==> config.mk <==
export PLATFORM = sky130hd
export DESIGN_NAME = bldc_commutator
export DESIGN_NICKNAME = d
export VERILOG_FILES = /design/src/rtl/bldc_comm_pkg.sv /design/src/rtl/hall_sync.sv /design/src/rtl/reversal_blanker.sv /design/src/rtl/drive_mux.sv /design/src/rtl/bldc_commutator.sv
export SDC_FILE = /design/constraint.sdc
export NUM_CORES = 1
export LEC_CHECK = 0
export ABC_AREA = 1
export BUFFER_PORTS_ARGS = -buffer_cell sky130_fd_sc_hd__buf_4
export CAP_MARGIN = 20
export CELL_PAD_IN_SITES_DETAIL_PLACEMENT = 0
export CELL_PAD_IN_SITES_GLOBAL_PLACEMENT = 1
export CORE_ASPECT_RATIO = 1.75
export CORE_MARGIN = 2
export CORE_UTILIZATION = 35
export DETAILED_ROUTE_END_ITERATION = 6
export HOLD_SLACK_MARGIN = 0.03
export PLACE_DENSITY_LB_ADDON = 0.1
export SETUP_SLACK_MARGIN = 0.05
export SLEW_MARGIN = 0
export SYNTH_ARGS = -nofsm -noshare
export SYNTH_HDL_FRONTEND = slang
export SYNTH_SLANG_ARGS = --single-unit
==> constraint.sdc <==
create_clock -name clk -period 1.5 [get_ports clk]
set_clock_uncertainty 0.2 [all_clocks]
set_input_delay 0.225 -clock clk [delete_from_list [all_inputs] [get_ports clk]]
set_output_delay 0.225 -clock clk [all_outputs]
set_load 0.02 [all_outputs]
==> src/rtl/bldc_comm_pkg.sv <==
package bldc_comm_pkg;

    localparam logic [2:0] PH_A = 3'b001;
    localparam logic [2:0] PH_B = 3'b010;
    localparam logic [2:0] PH_C = 3'b100;
    localparam logic [2:0] PH_NONE = 3'b000;

    typedef struct packed {
        logic       valid;
        logic [2:0] top;
        logic [2:0] bot;
    } phase_pair_t;

    // Six-step table in 120-degree code space, forward rotation.
    function automatic phase_pair_t sixstep(input logic [2:0] code);
        phase_pair_t p;
        p.valid = 1'b1;
        unique case (code)
            3'b001: begin p.top = PH_A; p.bot = PH_B; end
            3'b011: begin p.top = PH_A; p.bot = PH_C; end
            3'b010: begin p.top = PH_B; p.bot = PH_C; end
            3'b110: begin p.top = PH_B; p.bot = PH_A; end
            3'b100: begin p.top = PH_C; p.bot = PH_A; end
            3'b101: begin p.top = PH_C; p.bot = PH_B; end
            default: begin p.valid = 1'b0; p.top = PH_NONE; p.bot = PH_NONE; end
        endcase
        return p;
    endfunction

    function automatic logic [2:0] mirror_ac(input logic [2:0] v);
        return {v[0], v[1], v[2]};
    endfunction

    // Two-sensor table: state {s1,s2}; reverse takes the opposite state.
    function automatic phase_pair_t quadstep(input logic [1:0] st);
        phase_pair_t p;
        p.valid = 1'b1;
        unique case (st)
            2'b00: begin p.top = PH_A; p.bot = PH_C; end
            2'b01: begin p.top = PH_C; p.bot = PH_C; end
            2'b11: begin p.top = PH_C; p.bot = PH_A; end
            default: begin p.top = PH_A; p.bot = PH_A; end
        endcase
        return p;
    endfunction

    function automatic phase_pair_t decode_hall(input logic [2:0] h,
                                                input logic       sp60,
                                                input logic       quad,
                                                input logic       fwd);
        phase_pair_t p;
        if (quad) begin
            p = quadstep(fwd ? h[2:1] : ~h[2:1]);
            p.valid = (h[1] == h[0]);
            if (!p.valid) begin
                p.top = PH_NONE;
                p.bot = PH_NONE;
            end
        end else begin
            // 60-degree codes map onto 120-degree space by flipping the middle sensor
            p = sixstep(sp60 ? (h ^ 3'b010) : h);
            if (!fwd) p = '{valid: p.valid, top: p.bot, bot: p.top};
        end
        return p;
    endfunction

endpackage

==> src/rtl/hall_sync.sv <==
module hall_sync #(
    parameter int WIDTH  = 3,
    parameter int STAGES = 2
) (
    input  logic             clk,
    input  logic             rst,
    input  logic [WIDTH-1:0] din,
    output logic [WIDTH-1:0] dout
);
    logic [WIDTH-1:0] stg [STAGES];

    always_ff @(posedge clk) begin
        if (rst) stg[0] <= '0;
        else     stg[0] <= din;
    end

    for (genvar i = 1; i < STAGES; i++) begin : g_stage
        always_ff @(posedge clk) begin
            if (rst) stg[i] <= '0;
            else     stg[i] <= stg[i-1];
        end
    end

    assign dout = stg[STAGES-1];
endmodule

==> src/rtl/reversal_blanker.sv <==
module reversal_blanker #(
    parameter int BLANK_CYCLES = 2
) (
    input  logic clk,
    input  logic rst,
    input  logic dir_fwd,
    output logic blank
);
    localparam int CW = $clog2(BLANK_CYCLES + 1);
    localparam logic [CW-1:0] RELOAD = CW'(BLANK_CYCLES - 1);

    logic          dir_q;
    logic [CW-1:0] remain;
    logic          flipped;

    assign flipped = (dir_fwd != dir_q);
    assign blank   = flipped || (remain != '0);

    always_ff @(posedge clk) begin
        if (rst) begin
            dir_q  <= dir_fwd;
            remain <= '0;
        end else begin
            dir_q <= dir_fwd;
            if (flipped)             remain <= RELOAD;
            else if (remain != '0)   remain <= remain - 1'b1;
        end
    end
endmodule

==> src/rtl/drive_mux.sv <==
module drive_mux
    import bldc_comm_pkg::*;
#(
    parameter bit OC_ALL_OFF = 1'b1
) (
    input  phase_pair_t pair,
    input  logic        blank,
    input  logic        enable,
    input  logic        brake,
    input  logic        brake_full,
    input  logic        overcurrent,
    input  logic        pwm_gate,
    input  logic        pwm_bottom_only,
    input  logic        top_pol_high,
    output logic [2:0]  top_lvl,
    output logic [2:0]  bot_lvl,
    output logic        fault_now
);
    logic [2:0] oc_top_keep;
    logic [2:0] top_act;
    logic [2:0] bot_act;

    if (OC_ALL_OFF) begin : g_oc_all
        assign oc_top_keep = 3'b000;
    end else begin : g_oc_bottom
        assign oc_top_keep = 3'b111;
    end

    always_comb begin
        top_act = '0;
        bot_act = '0;
        if (brake) begin
            bot_act = brake_full ? 3'b111 : {3{pwm_gate}};
        end else if (enable && pair.valid && !blank) begin
            top_act = pair.top & {3{pwm_gate | pwm_bottom_only}};
            bot_act = pair.bot & {3{pwm_gate}};
            if (overcurrent) begin
                bot_act = '0;
                top_act = top_act & oc_top_keep;
            end
        end
    end

    assign top_lvl   = top_pol_high ? top_act : ~top_act;
    assign bot_lvl   = bot_act;
    assign fault_now = !enable || !pair.valid || overcurrent;
endmodule

==> src/rtl/bldc_commutator.sv <==
module bldc_commutator
    import bldc_comm_pkg::*;
#(
    parameter int SYNC_STAGES  = 2,
    parameter int BLANK_CYCLES = 2,
    parameter bit OC_ALL_OFF   = 1'b1
) (
    input  logic       clk,
    input  logic       rst,
    input  logic [2:0] hall_in,
    input  logic       dir_fwd,
    input  logic       spacing_60,
    input  logic       quad_mode,
    input  logic       enable,
    input  logic       brake,
    input  logic       brake_full,
    input  logic       top_pol_high,
    input  logic       overcurrent,
    input  logic       pwm_gate,
    input  logic       pwm_bottom_only,
    output logic [2:0] drv_top,
    output logic [2:0] drv_bot,
    output logic       fault
);
    logic [2:0]  hall_q;
    logic        blank;
    phase_pair_t pair;
    logic [2:0]  top_lvl;
    logic [2:0]  bot_lvl;
    logic        fault_now;

    hall_sync #(.WIDTH(3), .STAGES(SYNC_STAGES)) u_sync (
        .clk  (clk),
        .rst  (rst),
        .din  (hall_in),
        .dout (hall_q)
    );

    reversal_blanker #(.BLANK_CYCLES(BLANK_CYCLES)) u_blank (
        .clk     (clk),
        .rst     (rst),
        .dir_fwd (dir_fwd),
        .blank   (blank)
    );

    assign pair = decode_hall(hall_q, spacing_60, quad_mode, dir_fwd);

    drive_mux #(.OC_ALL_OFF(OC_ALL_OFF)) u_mux (
        .pair            (pair),
        .blank           (blank),
        .enable          (enable),
        .brake           (brake),
        .brake_full      (brake_full),
        .overcurrent     (overcurrent),
        .pwm_gate        (pwm_gate),
        .pwm_bottom_only (pwm_bottom_only),
        .top_pol_high    (top_pol_high),
        .top_lvl         (top_lvl),
        .bot_lvl         (bot_lvl),
        .fault_now       (fault_now)
    );

    always_ff @(posedge clk) begin
        if (rst) begin
            drv_top <= {3{~top_pol_high}};
            drv_bot <= '0;
            fault   <= 1'b0;
        end else begin
            drv_top <= top_lvl;
            drv_bot <= bot_lvl;
            fault   <= fault_now;
        end
    end
endmodule

# == After elaboration in Yosys (flattened, before gate mapping) ==
# Memories as Yosys holds them, arrays and structs flattened.
# Cells that the tools add are included.
# totals
reg_bits,10
mem_bits_rw,6
in_bits,15
output_inout_bits,7
wordCells,64
memories,1
# op_classes
addsub,1
n_eq_ne,10
mux,24
bitwise,9
n_reduce_logical,13
# memory_table
name,words,width,read_ports,rd_clocked_by_memory_dff,wr,line_no,rtl
u_sync.stg,2,3,2,0,2,hall_sync.sv:10,logic [WIDTH-1:0] stg [STAGES];
# ops
cell,count
6-bit one-hot mux with 6 select lines,1
3-bit 2-to-1 mux,11
6-bit one-hot mux with 3 select lines,1
6-bit 2-to-1 mux,2
"3-bit == test, second input constant",3
7-bit 2-to-1 mux,1
3-bit AND,2
"3-bit by 2-bit == test with 1-bit output, second input constant",2
1-bit 2-to-1 mux,6
6-bit OR reduction,1
2-bit 2-to-1 mux,2
2-bit nonzero test,2
"3-bit by 1-bit == test with 1-bit output, second input constant",1
1-bit zero test,3
1-bit logical OR,3
3-bit NOT,1
1-bit OR,3
"2-bit by 1-bit == test with 1-bit output, second input constant",1
"2-bit == test, second input constant",1
1-bit logical AND,2
2-bit zero test,1
1-bit NOT,2
2-bit NOT,1
2-bit OR reduction,1
other kinds (3),3

# == Longest topological paths before layout ==
# Gate-level depths: netlist of run 1.
# An unclocked memory read counts as a cell.
# logic_depth
word_depth,14
mapped_depth,12
depth_no_buf,11

# == By module ==
# From an unflattened synthesis of run 1, not the netlist that was laid out.
# hier_totals
cells_unflattened,151
area_unflattened_um2,928.4
# by_module_without_submodules
module,instances,cells_per_inst,area_each_um2,seq_area_each_um2
bldc_commutator,1,75,435.4,140.1
drive_mux,1,36,181.4,0.0
hall_sync,1,18,165.2,120.1
reversal_blanker,1,22,146.4,60.1

# == Worst setup path after synthesis of run 1 ==
# OpenSTA, ideal clock, no wires.
# synth_path
path_type,register to register
start,mem u_sync.stg[1][1]
end,reg drv_top[2]
setup_time_ps,109
arrival_ps,1078
required_ps,1191
path_slack_ps,113
path_stages_with_launch,10
cell_sequence,dfxtp_1 -> nand2_1 -> nand2_1 -> nor2_2 -> clkinv_4 -> nand2_4 -> nor3_2 -> nand3_1 -> nand2_1 -> inv_1
# synth_rtl
element,line_no,rtl
start: declaration,hall_sync.sv:10,
end signal: assignment,bldc_commutator.sv:65,drv_top <= {3{~top_pol_high}};
end signal: assignment,bldc_commutator.sv:69,drv_top <= top_lvl;
end: declaration,bldc_commutator.sv:21,"output logic [2:0] drv_top,"

==> results_dict.tcl, run 1 <==
set metrics [dict create \
    outcome "completed" \
    synthToLayoutAreaGrowth_pct 45.1 \
    fin_cells 203 \
    power.density_nw_per_um2 840 \
    die_area_um2 3090 \
    holdPathEnd "drv_top[1]" \
    clock_latency_ns 0.25 \
    internal_power_uw 809 \
    synth_top_area_share_pct 34.6 \
    yosysTopAreaCell "dfxtp_1" \
    worstPathRequired_ns 1.45 \
    routed_via_density 4.73 \
    chipWidth_um 42.9 \
    cpMostUsedCell "nand2_1" \
    synthArstFlopShare_pct 0 \
    critPathCaptureType "flop" \
    antenna_found_initial 0 \
    swShare_pct 28.2 \
    synthXorXnorAreaFrac_pct 1.89 \
    wire_per_inst_um 11.5 \
    ys.flop_type "dfxtp_1" \
    cts_sinks 16 \
    tightest_slew_ns 0.440 \
    finalWirelength_um 2330 \
    finalSetupViolCount 0 \
    path_class "reg2reg" \
    pwr-share-comb_pct 25.1 \
    dp.cells 193 \
    worst_setup_path_start_kind "flop" \
    nNetsFinal 194 \
    r2r-end "drv_top[2]" \
    cts_root_buffer "clkbuf_8" \
    drc_errors 0 \
    yosys.cell_types.count 23 \
    pwr-share-clk_pct 33.6 \
    r2r_slack_ns 0.04 \
    antenna_cells 0 \
    core_region_area_um2 2490 \
    tns_ns 0 \
    drt_iter0_drc 17 \
    fin_crit_sh_pct 97.2 \
    drt_first_pass_iters 4 \
    net-switching-power_uw 317 \
    synth.yosys.seq_area_share_pct 34.6 \
    synth_edf_count 0 \
    cts-buffers-inserted 3 \
    synthTopCellsByCount "nand2_1, inv_1, nand3_1, nor2_1, dfxtp_1" \
    cts.clk_slew.worst_paths_ns 0.06 \
    std_cell_rows 24 \
    hp-class "in2reg" \
    grt_pass1_vias 984 \
    critPathBufInv 1 \
    vias 960 \
    hold_viol_final 0 \
    synth_top_family_by_area "simple AND/OR/NAND/NOR gates" \
    gp_congestion 0.879 \
    clk_path_buf_depth 2 \
    synth.most_common_cell "nand2_1" \
    p_leak_nw 0.675 \
    syn_area_per_cell_um2 6.51 \
    grt_max_degree 11 \
    crit_chain "nand2_1 -> nand3_4 -> nand2_4 -> nor2_4 -> nor2_4 -> nand3_1 -> nand2_1 -> nand2_1 -> inv_1" \
    yosysWarnings 0 \
    hold_path_depth 4 \
    synthMuxAreaShare_pct 0 \
    finalPower_mw 1.13 \
    cp.arrival_ns 1.41 \
    drive_gt1_share_pct 32.2 \
    rsz0062_at_grt "yes" \
    worstHoldStart "top_pol_high" \
    yosys-top-cells-area "dfxtp_1, nand2_1, inv_1" \
    r2r_start "u_sync.stg[1][1]" \
    netlist_area_um2 925 \
    cpMaxStageDelayCell "dfxtp_4" \
    ant_nets 0 \
    min_period_ns 1.46 \
    synth_fa_ha_area_share_pct 1.35 \
    ir_worst_vdd_mv 0.721 \
    htree_num_levels 1 \
    io_pins 22 \
    overflow 0 \
    cap_viol_max_count 0 \
    rr_worst_depth 9 \
    drv_slew 0 \
    synth_seq_cells 16 \
    grt_pass1_wl_um 4050 \
    start_util_pct 37.1 \
    syn_nets 158 \
    tritoncts "built" \
    synthSimpleGateAreaFrac_pct 41.5 \
    path_max_fanout 6 \
    track_usage_pct 17.3 \
    die-height_um 72.0 \
    hpwlAfterDp_um 1840 \
    synth_cells 142 \
    critical_path.top_delay_family "simple AND/OR/NAND/NOR gates" \
    clock.fmax_ghz 0.686 \
    cp_slowest_stage_delay_ns 0.39 \
    portBuffers 21 \
    synth_compound_area_share_pct 6.22 \
    slew_headroom_pct 70.3 \
    pwr-share-seq_pct 41.3 \
]
[power by group through the flow]
stage	combinational, mW	clock, mW	sequential [mW]
6_report	0.283	0.378	0.465
3_5_place_dp	0.247	0	0.474
5_1_grt	0.315	0.411	0.469
3_3_place_gp	0.243	0	0.473
4_1_cts	0.267	0.395	0.465
2_1_floorplan	0.136	0	0.486
[kinds of logic (layout without fill, tap and decap cells)]
group | after synthesis | count (layout)
and+or+nand+nor | 80 | 80
adders and majority gates | 1 | 1
DFF | 16 | 16
xor gates and xnor gates | 2 | 2
buffers and inverters | 32 | 67
AOI/OAI and AO/OA | 11 | 11
[timing repair]
action / in CTS / in global routing
buffers inserted: 1 / 0
endpoints found under the setup margin: 7 / 6
hold buffers: 5 / 0
hold endpoints to repair: 5 / 0
pin swaps: 1 / 8
gates resized for setup: 10 / 12
gates cloned: 0 / 0
[placed cells by master, fill, tap and decap left out, types with 2 or more instances in the layout]
master	count
a21oi_1	5
a21oi_2	2
buf_4	28
clkbuf_8	4
dfxtp_1	13
dfxtp_2	2
dlygate4sd3_1	5
inv_1	27
nand2_1	28
nand2_2	2
nand2_4	4
nand3_1	18
nand3_4	2
nor2_1	15
nor2_2	4
nor2_4	3
o21ai_0	3
[cell type report]
class / count / area [um^2]
Tap cell: 26 / 32.5
Sequential cell: 16 / 327
Clock buffer: 4 / 55.1
Fill cell: 265 / 1150
Inverter: 30 / 120
Timing Repair Buffer: 33 / 260
Multi-Input combinational cell: 94 / 547
[how the worst max path moves through the flow]
stage | depth (start not counted) | startpoint | slack [ns] | end
after global routing | 9 | u_sync.stg[1][1] | -0.04 | drv_top[1]
final | 9 | u_sync.stg[1][1] | 0.04 | drv_top[2]
after global placement | 9 | u_sync.stg[1][1] | -0.06 | drv_top[2]
after CTS | 10 | u_sync.stg[1][1] | 0.05 | drv_top[2]
after detailed placement | 9 | u_sync.stg[1][1] | -0.06 | drv_top[2]
after floorplan | 9 | u_sync.stg[1][1] | 0.11 | drv_top[2]
[sequential cells by signal, indices dropped and copies added, names as in the netlist]
register        flops
fault               1
u_blank.dir_q       1
u_sync.stg          6
drv_top             3
u_blank.remain      2
drv_bot             3
[metrics by stage]
step / hold slack (ns) / cell area [um^2] / util [%] / setup slack (ns)
floorplan: 0.0527 / 925 / - / 0.113
global placement: 0.194 / 1140 / 45.9 / -0.0637
detailed placement: 0.203 / 1140 / 45.9 / -0.0583
CTS: 0.0329 / 1280 / 51.6 / 0.0518
global route: 0.0515 / 1340 / 53.8 / -0.0402
finish: 0.0355 / 1340 / 53.8 / 0.0417
[metal layers]
metal  vias to the layer above  wire length, um  track usage [%]
met3                        11               76             2.24
met2                        27             1210             29.3
met1                       420              941             19.6
li1                        502                -                -
met4                         0              101             11.8
met5                         -                0                0
[worst min-delay path, cell delays in order]
cell and delay, ns:
buf_4 0.10, nand2_1 0.05, nand2_1 0.05, inv_1 0.03
Power figures use the tool's default switching activity.
==> run 2, diff against run 1 <==
--- a/config.mk
+++ b/config.mk
@@ -6,6 +6,7 @@
 export NUM_CORES = 1
 export LEC_CHECK = 0
 export ABC_AREA = 1
+export ABC_CLOCK_PERIOD_IN_PS = 1500
 export BUFFER_PORTS_ARGS = -buffer_cell sky130_fd_sc_hd__buf_4
 export CAP_MARGIN = 20
 export CELL_PAD_IN_SITES_DETAIL_PLACEMENT = 0
@@ -20,4 +21,5 @@
 export SLEW_MARGIN = 0
 export SYNTH_ARGS = -nofsm -noshare
 export SYNTH_HDL_FRONTEND = slang
+export SYNTH_HIERARCHICAL = 1
 export SYNTH_SLANG_ARGS = --single-unit
==> results_dict.tcl, run 2 <==
set metrics [dict create \
    cts-buffers-inserted 3 \
    cpMaxStageDelayCell "dfxtp_4" \
    rsz0062_at_grt "yes" \
    fin_area_um2 1440 \
    worstHoldStart "rst" \
    routed_via_density 4.53 \
    ff_latch_area_um2 329 \
    clock_latency_ns 0.24 \
    cts_root_buffer "clkbuf_8" \
    dp.cells 209 \
    track_usage_pct 15.6 \
    r2r_start "u_sync/stg[1][0]" \
    mostFrequentLayoutCell "buf_4" \
    path_class "reg2reg" \
    ant_nets 0 \
    antenna_found_initial 0 \
    synth.yosys.seq_area_share_pct 34.5 \
    netlist_area_um2 928 \
    holdPathEnd "u_blank/remain[0]" \
    clock.fmax_ghz 0.610 \
    yosys.cell_types.count 18 \
    std_cell_rows 24 \
    min_period_ns 1.64 \
    synth_edf_count 0 \
    drt_iter0_drc 5 \
    critPathCaptureType "flop" \
    fillers 247 \
    syn_area_per_cell_um2 6.15 \
    chipWidth_um 42.9 \
    cap_viol_max_count 0 \
    whs_ns 0.0601 \
    ir_worst_vdd_mv 0.548 \
    finalWirelength_um 2170 \
    rr_worst_depth 11 \
    finalSetupViolCount 6 \
    synth_seq_cells 16 \
    cts.clk_slew.worst_paths_ns 0.06 \
    core_region_area_um2 2490 \
    layout_common_cells "buf_4, nand2_1, inv_1, nor2_1, dfxtp_1" \
    hpwlAfterDp_um 1650 \
    grt_pass1_vias 984 \
    drc_errors 0 \
    syn_nets 167 \
    hp-class "in2reg" \
    largest_register_ffs 6 \
    drive_gt1_share_pct 43.1 \
    p_leak_nw 0.760 \
    antenna_cells 0 \
    yosysWarnings 6 \
    path_max_fanout 6 \
    synthArstFlopShare_pct 0 \
    hold_path_depth 2 \
    outcome "complete, but fails checks" \
    grt_max_degree 17 \
    post-place-ws_ns -0.245 \
    worst_setup_path_start_kind "flop" \
    critPathBufInv 3 \
    fin_cells 221 \
    wire_per_inst_um 9.80 \
    die_area_um2 3100 \
    tritoncts "built" \
    synth_top_area_share_pct 34.5 \
    cts_sinks 16 \
    grt_pass1_wl_um 3860 \
    yosys-top-cells-area "dfxtp_1, nand2_1, inv_1" \
    synthTopCellsByCount "nand2_1, inv_1, nor2_1" \
    critical_path.top_delay_family "simple AND/OR/NAND/NOR gates" \
    cp.arrival_ns 1.62 \
    tightest_slew_ns 0.299 \
    overflow 0 \
    worstPathRequired_ns 1.48 \
    nNetsFinal 212 \
    fin_crit_sh_pct 109 \
    io_pins 22 \
    power.density_nw_per_um2 791 \
    multi_input_area_um2 551 \
    start_util_pct 37.2 \
    cp_slowest_stage_delay_ns 0.36 \
    synth_cells 151 \
    cpMostUsedCell "nand2_1" \
    synthToLayoutAreaGrowth_pct 55.4 \
    synth.most_common_cell "nand2_1" \
    ys.flop_type "dfxtp_1" \
    clk_path_buf_depth 2 \
    hold_viol_final 0 \
    yosysTopAreaCell "dfxtp_1" \
    die-height_um 72.1 \
    biggestRegsByFlops "u_sync/stg x6, drv_bot x3, drv_top x3" \
    violations "negative setup slack" \
    drt_first_pass_iters 4 \
    crit_chain "inv_2 -> nand2_1 -> nand3_2 -> buf_4 -> nand2_2 -> nand3_4 -> nor2_4 -> nand3_1 -> nand2_1 -> inv_1 -> o21ai_1" \
    place_area_um2 1210 \
    r2r-end "drv_top[2]" \
    vias 1002 \
    slew_headroom_pct 79.9 \
    drv_slew 0 \
    post-route-util_pct 57.9 \
    htree_num_levels 1 \
    crit_cells 11 \
    portBuffers 21 \
    finalPower_mw 1.14 \
    gp_congestion 0.854 \
    tns_ns -0.730 \
    r2r_slack_ns -0.14 \
    regMostFlops "u_sync/stg" \
    fin_ws_ns -0.138 \
]
## run 2: changes by cell type after synthesis, sizes merged, moves of 2 or more
cell / delta
inv: +3
nand2: +8
clkinvlp: +3
nor3: -2
nand3: -2
a21oi: -4
o21ai: +7
## run 2: per-layer routing
metal	wire (um)	vias to the layer above	share of wire, %	global-route usage, %
met5	0	-	0	0
li1	-	541	-	-
met1	919	445	42	18.2
met3	62	2	2.9	1.74
met4	19	0	0.88	5.05
met2	1170	14	54	28.8
## run 2: power by group
group          switching (mW)  internal, mW
Sequential             0.0116         0.450
Combinational           0.162         0.144
Clock                   0.142         0.232
Total                   0.316         0.826
## run 2: repair_timing
item                                    4_1_cts  5_1_grt
setup buffers                                 4        1
endpoints found under the setup margin        7        7
pin swaps                                     8        6
hold buffers                                  4        0
gates resized for setup                      23       17
hold endpoints to repair                      4        0
## run 2: cell type report
cell class,count,share of cell area [%]
clock buffers,4,3.82
inverters,36,10.9
multi-input cells,99,38.2
flip-flops and latches,16,22.8
well taps,26,2.25
repair buffers,40,22.0
## run 2: how the worst max path moves through the flow
stage	to	from
after global routing	drv_top[2]	u_sync/stg[1][0]
after CTS	drv_top[1]	u_sync/stg[1][1]
final	drv_top[2]	u_sync/stg[1][0]
after global placement	drv_top[1]	spacing_60
after floorplan	drv_top[2]	u_sync/stg[1][0]
after detailed placement	drv_top[1]	spacing_60
## run 2: kinds of logic after synthesis
kind of cell | share of synthesized area (%)
adders and majority gates | 1.35
AOI/OAI and AO/OA | 7.41
and+or+nand+nor | 39.4
xor gates and xnor gates | 0.944
DFF | 34.5
buffers and inverters | 16.4
